<file path="src/rtl/adec_pkg.sv">
package adec_pkg;
   typedef enum logic [2:0] {
      RGN_NONE   = 3'b000,
      RGN_IRAM   = 3'b001,
      RGN_EXT    = 3'b010,
      RGN_PERIPH = 3'b100
   } region_e;
endpackage

</file>
<file path="src/rtl/adec_region_sort.sv">
// Classifies an address as bottom window, top window or external window.
module adec_region_sort #(
   parameter int ADDR_W      = 32,
   parameter int REGION_LOG2 = 22
) (
   input  logic [ADDR_W-REGION_LOG2-1:0] addr_hi,
   output logic                          is_low,
   output logic                          is_high,
   output logic                          is_window
);
   always_comb begin
      is_low    = (addr_hi == '0);
      is_high   = (addr_hi == '1);
      is_window = !is_low && !is_high;
   end
endmodule

</file>
<file path="src/rtl/adec_bank_match.sv">
// One chip-select bank: base compare plus power-of-two size window.
module adec_bank_match #(
   parameter int BASE_W = 8,
   parameter int OFF_W  = 4,
   parameter int SIZE_W = 3
) (
   input  logic [BASE_W-1:0] addr_base,
   input  logic [OFF_W-1:0]  addr_off,
   input  logic [BASE_W-1:0] cfg_base,
   input  logic [SIZE_W-1:0] cfg_size,
   input  logic              cfg_en,
   output logic              hit
);
   logic             in_size;
   logic [OFF_W-1:0] shifted;

   always_comb begin
      shifted = addr_off >> cfg_size;
      if (int'(cfg_size) >= OFF_W) in_size = 1'b1;
      else                         in_size = (shifted == '0);
      hit = cfg_en && (addr_base == cfg_base) && in_size;
   end
endmodule

</file>
<file path="src/rtl/adec_pick_first.sv">
// Lowest-index one-hot selection.
module adec_pick_first #(
   parameter int N = 8
) (
   input  logic [N-1:0] req,
   output logic [N-1:0] gnt
);
   always_comb begin
      logic taken;
      taken = 1'b0;
      gnt   = '0;
      for (int i = 0; i < N; i++) begin
         if (req[i] && !taken) begin
            gnt[i] = 1'b1;
            taken  = 1'b1;
         end
      end
   end
endmodule

</file>
<file path="src/rtl/adec_remap_reg.sv">
// Sticky remap flag, cleared only by reset.
module adec_remap_reg (
   input  logic clk,
   input  logic rst_n,
   input  logic set_req,
   output logic flag_q
);
   always_ff @(posedge clk or negedge rst_n) begin
      if (!rst_n) flag_q <= 1'b0;
      else        flag_q <= flag_q | set_req;
   end
endmodule

</file>
<file path="src/rtl/addr_region_decoder.sv">
module addr_region_decoder #(
   parameter int ADDR_W      = 32,
   parameter int NCS         = 8,
   parameter int REGION_LOG2 = 22,
   parameter int BANK_LOG2   = 24,
   parameter int UNIT_LOG2   = 20,
   parameter int SIZE_W      = 3,
   parameter int SLOT_LOG2   = 14,
   parameter int INTC_LOG2   = 12,
   parameter int ALIGN_LOG2  = 2
) (
   input  logic                       clk,
   input  logic                       rst_n,
   input  logic                       remap_req,
   input  logic                       req_valid,
   input  logic [ADDR_W-1:0]          req_addr,
   input  logic [NCS-1:0]             cfg_bank_en,
   input  logic [NCS*(ADDR_W-BANK_LOG2)-1:0] cfg_bank_base,
   input  logic [NCS*SIZE_W-1:0]      cfg_bank_size,
   output logic                       remap_active,
   output logic                       rsp_valid,
   output logic [2:0]                 rsp_region,
   output logic [NCS-1:0]             rsp_cs,
   output logic                       rsp_abort,
   output logic [ADDR_W-1:0]          rsp_addr,
   output logic [REGION_LOG2-SLOT_LOG2-1:0] rsp_slot
);
   import adec_pkg::*;

   localparam int BASE_W = ADDR_W - BANK_LOG2;
   localparam int OFF_W  = BANK_LOG2 - UNIT_LOG2;
   localparam int SLOT_W = REGION_LOG2 - SLOT_LOG2;
   localparam int HI_W   = ADDR_W - REGION_LOG2;

   // elaboration-time parameter checks
   if (NCS < 1)                     begin : g_bad_ncs   $error("NCS must be at least 1");          end
   if (NCS > (1 << BASE_W))         begin : g_bad_ncs2  $error("NCS exceeds base field range");    end
   if (BANK_LOG2 <= UNIT_LOG2)      begin : g_bad_unit  $error("bank must exceed size unit");      end
   if (REGION_LOG2 >= BANK_LOG2)    begin : g_bad_rgn   $error("edge region must be below bank");  end
   if (SLOT_LOG2 >= REGION_LOG2)    begin : g_bad_slot  $error("slot must fit peripheral region"); end
   if (INTC_LOG2 > SLOT_LOG2)       begin : g_bad_intc  $error("intc window exceeds slot");        end
   if (ALIGN_LOG2 > INTC_LOG2)      begin : g_bad_align $error("alignment exceeds intc window");   end
   if (BANK_LOG2 >= ADDR_W)         begin : g_bad_addr  $error("bank exceeds address width");      end

   // remap flag
   logic remap_q;
   adec_remap_reg u_remap (
      .clk     (clk),
      .rst_n   (rst_n),
      .set_req (remap_req),
      .flag_q  (remap_q)
   );

   // region classification
   logic is_low, is_high, is_window;
   adec_region_sort #(.ADDR_W(ADDR_W), .REGION_LOG2(REGION_LOG2)) u_sort (
      .addr_hi   (req_addr[ADDR_W-1:REGION_LOG2]),
      .is_low    (is_low),
      .is_high   (is_high),
      .is_window (is_window)
   );

   // per-bank match and gating
   logic [NCS-1:0] bank_hit;
   logic [NCS-1:0] bank_usable;
   logic [NCS-1:0] bank_req;
   logic [NCS-1:0] bank_gnt;

   for (genvar b = 0; b < NCS; b++) begin : g_bank
      adec_bank_match #(.BASE_W(BASE_W), .OFF_W(OFF_W), .SIZE_W(SIZE_W)) u_match (
         .addr_base (req_addr[ADDR_W-1:BANK_LOG2]),
         .addr_off  (req_addr[BANK_LOG2-1:UNIT_LOG2]),
         .cfg_base  (cfg_bank_base[b*BASE_W +: BASE_W]),
         .cfg_size  (cfg_bank_size[b*SIZE_W +: SIZE_W]),
         .cfg_en    (cfg_bank_en[b]),
         .hit       (bank_hit[b])
      );
      if (b == 0) begin : g_boot
         assign bank_usable[b] = 1'b1;
      end else begin : g_gated
         assign bank_usable[b] = remap_q;
      end
   end

   assign bank_req = bank_hit & bank_usable;

   adec_pick_first #(.N(NCS)) u_pick (
      .req (bank_req),
      .gnt (bank_gnt)
   );

   // next-state decode
   region_e             nx_region;
   logic [NCS-1:0]      nx_cs;
   logic                nx_abort;
   logic [ADDR_W-1:0]   nx_addr;
   logic [SLOT_W-1:0]   nx_slot;
   logic [SLOT_W-1:0]   addr_slot;
   logic [HI_W-1:0]     unused_hi;

   assign addr_slot = req_addr[REGION_LOG2-1:SLOT_LOG2];
   assign unused_hi = '0;

   always_comb begin
      nx_region = RGN_NONE;
      nx_cs     = '0;
      nx_abort  = 1'b0;
      nx_addr   = req_addr;
      nx_slot   = '0;
      if (req_valid) begin
         if (is_high) begin
            nx_region = RGN_PERIPH;
            nx_slot   = addr_slot;
            nx_addr[ALIGN_LOG2-1:0] = '0;
            if (addr_slot == '1) begin
               nx_addr[SLOT_LOG2-1:INTC_LOG2] = '0;
            end
         end else if (is_low) begin
            if (remap_q) begin
               nx_region = RGN_IRAM;
            end else begin
               nx_region = RGN_EXT;
               nx_cs[0]  = 1'b1;
            end
         end else if (is_window) begin
            nx_region = RGN_EXT;
            nx_cs     = bank_gnt;
            nx_abort  = (bank_req == '0);
         end
      end
   end

   // registered response
   always_ff @(posedge clk or negedge rst_n) begin
      if (!rst_n) begin
         rsp_valid  <= 1'b0;
         rsp_region <= RGN_NONE;
         rsp_cs     <= '0;
         rsp_abort  <= 1'b0;
         rsp_addr   <= '0;
         rsp_slot   <= '0;
      end else begin
         rsp_valid  <= req_valid;
         rsp_region <= nx_region;
         rsp_cs     <= nx_cs;
         rsp_abort  <= nx_abort;
         rsp_addr   <= req_valid ? nx_addr : '0;
         rsp_slot   <= nx_slot;
      end
   end

   assign remap_active = remap_q | (|unused_hi);
endmodule

</file>
<file path="config.mk">
export PLATFORM = sky130hd
export DESIGN_NAME = addr_region_decoder
export DESIGN_NICKNAME = d
export VERILOG_FILES = /design/src/rtl/adec_pkg.sv /design/src/rtl/adec_region_sort.sv /design/src/rtl/adec_bank_match.sv /design/src/rtl/adec_pick_first.sv /design/src/rtl/adec_remap_reg.sv /design/src/rtl/addr_region_decoder.sv
export SDC_FILE = /design/constraint.sdc
export NUM_CORES = 1
export LEC_CHECK = 0
export ABC_AREA = 1
export BUFFER_PORTS_ARGS = -buffer_cell sky130_fd_sc_hd__buf_2
export CAP_MARGIN = 10
export CORE_ASPECT_RATIO = 1.5
export CORE_MARGIN = 2
export CORE_UTILIZATION = 40
export DETAILED_ROUTE_END_ITERATION = 8
export PLACE_DENSITY_LB_ADDON = 0.3
export SYNTH_ARGS = -nofsm -noshare
export SYNTH_HDL_FRONTEND = slang
export SYNTH_SLANG_ARGS = --single-unit
</file>
<file path="constraint.sdc">
create_clock -name clk -period 1.5 [get_ports clk]
set_clock_uncertainty 0.15 [all_clocks]
set_input_delay 0.15 -clock clk [delete_from_list [all_inputs] [get_ports clk]]
set_output_delay 0.15 -clock clk [all_outputs]
set_load 0.01 [all_outputs]
</file>
# After elaboration in Yosys (flattened, before gate mapping)
# Cells that the tools add are included.
# Widths: inputs -> output; s select.
[word_totals] in_bits=132 register_bits=54
[classes] shift=8 reduce_logical=43 n_eq_ne=10 magnitude_cmp=8 n_bitwise=2 n_mux=43
[ops] op="$eq 8x8->1" n=8
[ops] op="$mux 8" n=5
[ops] op="$logic_not 4->1" n=8
[ops] op="$mux 32" n=1
[ops] op="$shr 4x3->4" n=8
[ops] op="$mux 1" n=28
[ops] op="$ge 3x3->1 const B" n=8
[ops] op="$logic_and 1x1->1" n=24
[ops] op="$eq 10x10->1 const B" n=1
[ops] op="$logic_not 10->1" n=1
[ops] op="$mux 2" n=5
[ops] op="$logic_not 1->1" n=9
[ops] op="$mux 3" n=3
[ops] op="$and 8x8->8" n=1
[ops] op="$eq 8x8->1 const B" n=1
[ops] op="$logic_not 8->1" n=1
[ops] op="$mux 7" n=1
[ops] op="$or 1x1->1" n=1

# Depth between registers and ports, before layout
[depth] word_depth=31 mapped_depth=13 mapped_depth_nobuf=11

# Hierarchy
# A second synthesis with hierarchy kept.
[unflattened] hier_cells=599 area_unflattened_um2=3652.3
[modules_own_cells] mod="addr_region_decoder" n_inst=1 seq_area_each_um2=1326.3 cells_per_inst=200 area_per_inst_um2=1954.4
[modules_own_cells] mod="adec_bank_match" n_inst=8 seq_area_each_um2=0.0 cells_per_inst=45 area_per_inst_um2=187.7
[modules_own_cells] mod="adec_pick_first" n_inst=1 seq_area_each_um2=0.0 cells_per_inst=18 area_per_inst_um2=90.1
[modules_own_cells] mod="adec_region_sort" n_inst=1 seq_area_each_um2=0.0 cells_per_inst=17 area_per_inst_um2=70.1
[modules_own_cells] mod="adec_remap_reg" n_inst=1 seq_area_each_um2=25.0 cells_per_inst=4 area_per_inst_um2=36.3

# Worst setup path before layout
# OpenSTA, ideal clock, no wires.
[synth_path] path_type="reg2reg" start="register u_remap.flag_q" end="register rsp_cs[3]" path_stages_with_launch=10 setup_ns=0.122 arrival_ns=1.270 synth_period_minus_slack_ns=1.542 slack_ns=-0.042 cell_sequence="dfrtp_1 > buf_2 > nand2_1 > a21oi_1 > nand2_1 > nor2_1 > nand3_1 > nor2_2 > nor2_4 > nor3b_2"
[synth_between] elab_chain_cells=13
[synth_lines] item="start, declared" line="adec_remap_reg.sv:6" rtl="output logic flag_q"
[synth_lines] item="start signal, assigned" line="adec_remap_reg.sv:10" rtl="else flag_q <= flag_q | set_req;"
[synth_lines] item="$and 8x8->8 (*)" line="addr_region_decoder.sv:85" rtl="assign bank_req = bank_hit & bank_usable;"
[synth_lines] item="$logic_and 1x1->1" line="adec_pick_first.sv:13" rtl="if (req[i] && !taken) begin"
[synth_lines] item="$mux 1" line="adec_pick_first.sv:13"
[synth_lines] item="$logic_not 1->1" line="adec_pick_first.sv:13"
[synth_lines] item="$logic_and 1x1->1" line="adec_pick_first.sv:13"
[synth_lines] item="$mux 1" line="adec_pick_first.sv:13"
[synth_lines] item="$logic_not 1->1" line="adec_pick_first.sv:13"
[synth_lines] item="$logic_and 1x1->1 (*)" line="adec_pick_first.sv:13"
[synth_lines] item="$mux 1 (*)" line="adec_pick_first.sv:13"
[synth_lines] item="$mux 8 (*)" line="addr_region_decoder.sv:125" rtl="end else if (is_window) begin"
[synth_lines] item="$mux 7 (*)" line="addr_region_decoder.sv:118" rtl="end else if (is_low) begin"
[synth_lines] item="$mux 8 (*)" line="addr_region_decoder.sv:111" rtl="if (is_high) begin"
[synth_lines] item="$mux 8 (*)" line="addr_region_decoder.sv:110" rtl="if (req_valid) begin"
[synth_lines] item="named net nx_cs[3]" line="addr_region_decoder.sv:94" rtl="logic [NCS-1:0] nx_cs;"
[synth_lines] item="end signal, assigned" line="addr_region_decoder.sv:145" rtl="rsp_cs <= nx_cs;"
[synth_lines] item="end, declared" line="addr_region_decoder.sv:23" rtl="output logic [NCS-1:0] rsp_cs,"
# Mark *: on every way through the listed nets, which the timed path passes. The rest lies on a longest branch.

# Worst setup path after layout
# Ends and elaborated chain as after synthesis.

==> flow_summary.json <==
{
  "status": "finished, violations left",
  "violations": "negative setup slack",
  "grt_pass1_vias": 3563,
  "cts_buffer_depth": 2,
  "syn_avg_cell_area_um2": 7.141,
  "grt_pass1_wl_um": 17150,
  "power_mw": 3.645,
  "yosys.area.top_type_share": 0.4262,
  "num_rows": 39,
  "power.density_nw_per_um2": 739.1,
  "wl_um": 11350,
  "synth_top_cell_by_area": "dfrtp_1",
  "die_h_um": 113.0,
  "viasPerCell": 4.634,
  "worstPathCellList": "nand2_1 > a21oi_2 > nand3_1 > nor2_2 > nand3_2 > nand2_4 > nor2_4 > nor3b_2",
  "cts_tree": "done",
  "crit_path_end_kind": "flip-flop",
  "cts-root-buf": "clkbuf_16",
  "synth_cell_type_count": 37,
  "hold_class": "in2reg",
  "synth-xor-area-share": 0.06077,
  "seq_area_frac_synth": 0.4262,
  "die-area_um2": 8669,
  "slowest_stage": "dfrtp_2",
  "fmax_ghz": 0.6388,
  "port_buffers": 185,
  "cp_max_fo": 8,
  "antenna_found_initial": 0,
  "cts.sinks": 54,
  "routedWlPerCell_um": 14.42,
  "async_reset_ff_frac": 1.000,
  "path_clk_slew_ps": 70,
  "synth_edf_count": 0,
  "grt_use_total": 0.2600,
  "hpwl_um": 9297,
  "nFillCells": 698,
  "synth_area_leaders": "dfrtp_1 (43%), nand2_1 (16%), inv_1 (9.7%), nor2_1 (5.7%), xnor2_1 (3.3%)",
  "ios": 186,
  "drt_first_pass_iters": 4,
  "yosysWarnings": 0,
  "synth-simple-area-share": 0.3003,
  "nNetsFinal": 816,
  "tightest_slew_ps": 381.8,
  "synth_nets": 576,
  "fin_tns_setup_ps": -366.5,
  "area_delta_synth_final_pct": 55.52,
  "cp.arrival_ps": 1590,
  "relSlewSlack": 0.7433,
  "synth_area_um2": 3171,
  "clk_latency_ps": 290,
  "pre_cts_slack_ps": -175.6,
  "drv_cap": 0,
  "start_util": 0.4138,
  "vias": 3647,
  "synthCells": 444,
  "cp_slowest_stage_delay_ps": 460,
  "synth.area.mux_share": 0,
  "final.setup.worst_slack_ps": -65.54,
  "drc": 0,
  "path_buf_inv": 0,
  "setup_viol": 8,
  "startpoint_type": "flip-flop",
  "cts-htree-levels": 2,
  "min_period_ps": 1566,
  "synth-compound-area-share": 0.08485,
  "coreArea_um2": 7661,
  "cp.required_ps": 1530,
  "gp_congestion": 0.9773,
  "synth_flop_cell": "dfrtp_1",
  "ys_top_cells_by_count": "nand2_1 (132), inv_1 (82), dfrtp_1 (54)",
  "leakage_nw": 3.050,
  "grt_max_degree": 55,
  "synth_most_common_cell": "nand2_1",
  "rsz0062_at_grt": "true",
  "antenna_cells": 0,
  "synthAdderAreaFrac": 0,
  "synth.ff_latch_count": 54,
  "drt_iter0_markers": 144,
  "die_x_um": 76.69,
  "cts_made_buffers": 5,
  "slew_viol_final": 0,
  "fin_crit_sh": 1.044,
  "overflow": 0,
  "crit_type": "reg2reg",
  "ir_drop_mv": 0.6211,
  "critical_path.top_delay_family": "simple AND/OR/NAND/NOR gates",
  "drive_gt1_frac": 0.3635,
  "synth_top_family_by_area": "simple AND/OR/NAND/NOR gates",
  "ant_nets": 0,
  "hold_violations": 0
}
## metrics by stage
| step | cells | utilization | cell area (um^2) | hold WS [ps] |
|---|---|---|---|---|
| 2_1_floorplan | 444 | - | 3177 | -295.6 |
| 3_3_place_gp | 750 | 0.5817 | 4457 | 10.58 |
| 3_5_place_dp | 750 | 0.5817 | 4457 | 20.40 |
| 4_1_cts | 786 | 0.6397 | 4901 | 29.05 |
| 5_1_grt | 787 | 0.6436 | 4931 | 50.87 |
| 6_report | 787 | 0.6436 | 4931 | 35.10 |
## placed cells by master (no fill, tap or decap), drive strengths merged, types with 2 or more instances in the layout
cell,Yosys,layout
nand3,13,13
a21oi,12,12
xor2,10,10
nor4,4,4
nand2,133,133
o21ai,24,24
dlygate4sd3,0,26
nand3b,4,4
xnor2,12,12
o21bai,2,2
clkbuf,3,7
or2,2,2
buf,10,220
nor3,7,7
a21boi,2,2
nor2,51,51
nand4,5,5
o22ai,2,2
inv,86,86
nor3b,3,3
o211ai,2,2
dfrtp,54,54
## where the power goes
part | switching [mW] | internal, mW
logic | 0.448 | 0.410
clock network | 0.481 | 0.789
registers | 0.0135 | 1.50
## routing by layer
layer	up-vias	share of wire	GRT usage
met3	17	0.067	0.05024
met4	0	0.023	0.09576
met5	-	0	0
met1	1649	0.38	0.2822
met2	164	0.53	0.4936
li1	1817	-	-
## flip-flops by register name, indices dropped and copies added (netlist names)
name	count
rsp_abort	1
rsp_slot	8
rsp_cs	8
rsp_region	3
u_remap.flag_q	1
rsp_addr	32
rsp_valid	1
## cell type report
cell class | instances | area [um^2] | share of cell area
tap | 102 | 127.6 | 0.02588
sequential | 54 | 1353 | 0.2743
timing repair buffer | 246 | 1524 | 0.3091
clock buffer | 7 | 132.6 | 0.02690
clock inverter | 1 | 30.03 | 0.006090
inverter | 86 | 322.8 | 0.06547
multi-input combinational | 291 | 1441 | 0.2923
## final timing paths
check                               startpoint        endpoint  slack [ps]  cells past startpoint
worst max-delay path            u_remap.flag_q       rsp_cs[3]         -70                      8
worst min-delay path              req_addr[20]    rsp_addr[20]          40                      4
worst max register to register  u_remap.flag_q       rsp_cs[3]         -70                      8
worst min register to register  u_remap.flag_q  u_remap.flag_q         610                      2
max in group asynchronous                rst_n  u_remap.flag_q         730                      3
min in group asynchronous                rst_n     rsp_slot[5]         240                      3
## worst register-to-register path: stages (launching register included)
cell	delay (ps)
dfrtp_2	460
nand2_1	90
a21oi_2	100
nand3_1	100
nor2_2	130
nand3_2	120
nand2_4	110
nor2_4	50
nor3b_2	150
## kinds of logic (layout without fill, tap and decap cells)
group           after synthesis  in the layout
xor+xnor                     22             22
buf+inv                      99            340
flops                        54             54
compound gates               47             47
simple gates                222            222
## what timing repair did
item,CTS,global route
gates resized for setup,3,6
pin swaps,6,5
cloned,0,0
endpoints found under the hold margin,84,0
buffers inserted,2,1
hold buffers,26,0
setup endpoints to repair,7,8
Note: power is estimated with default switching activity, not from simulation.
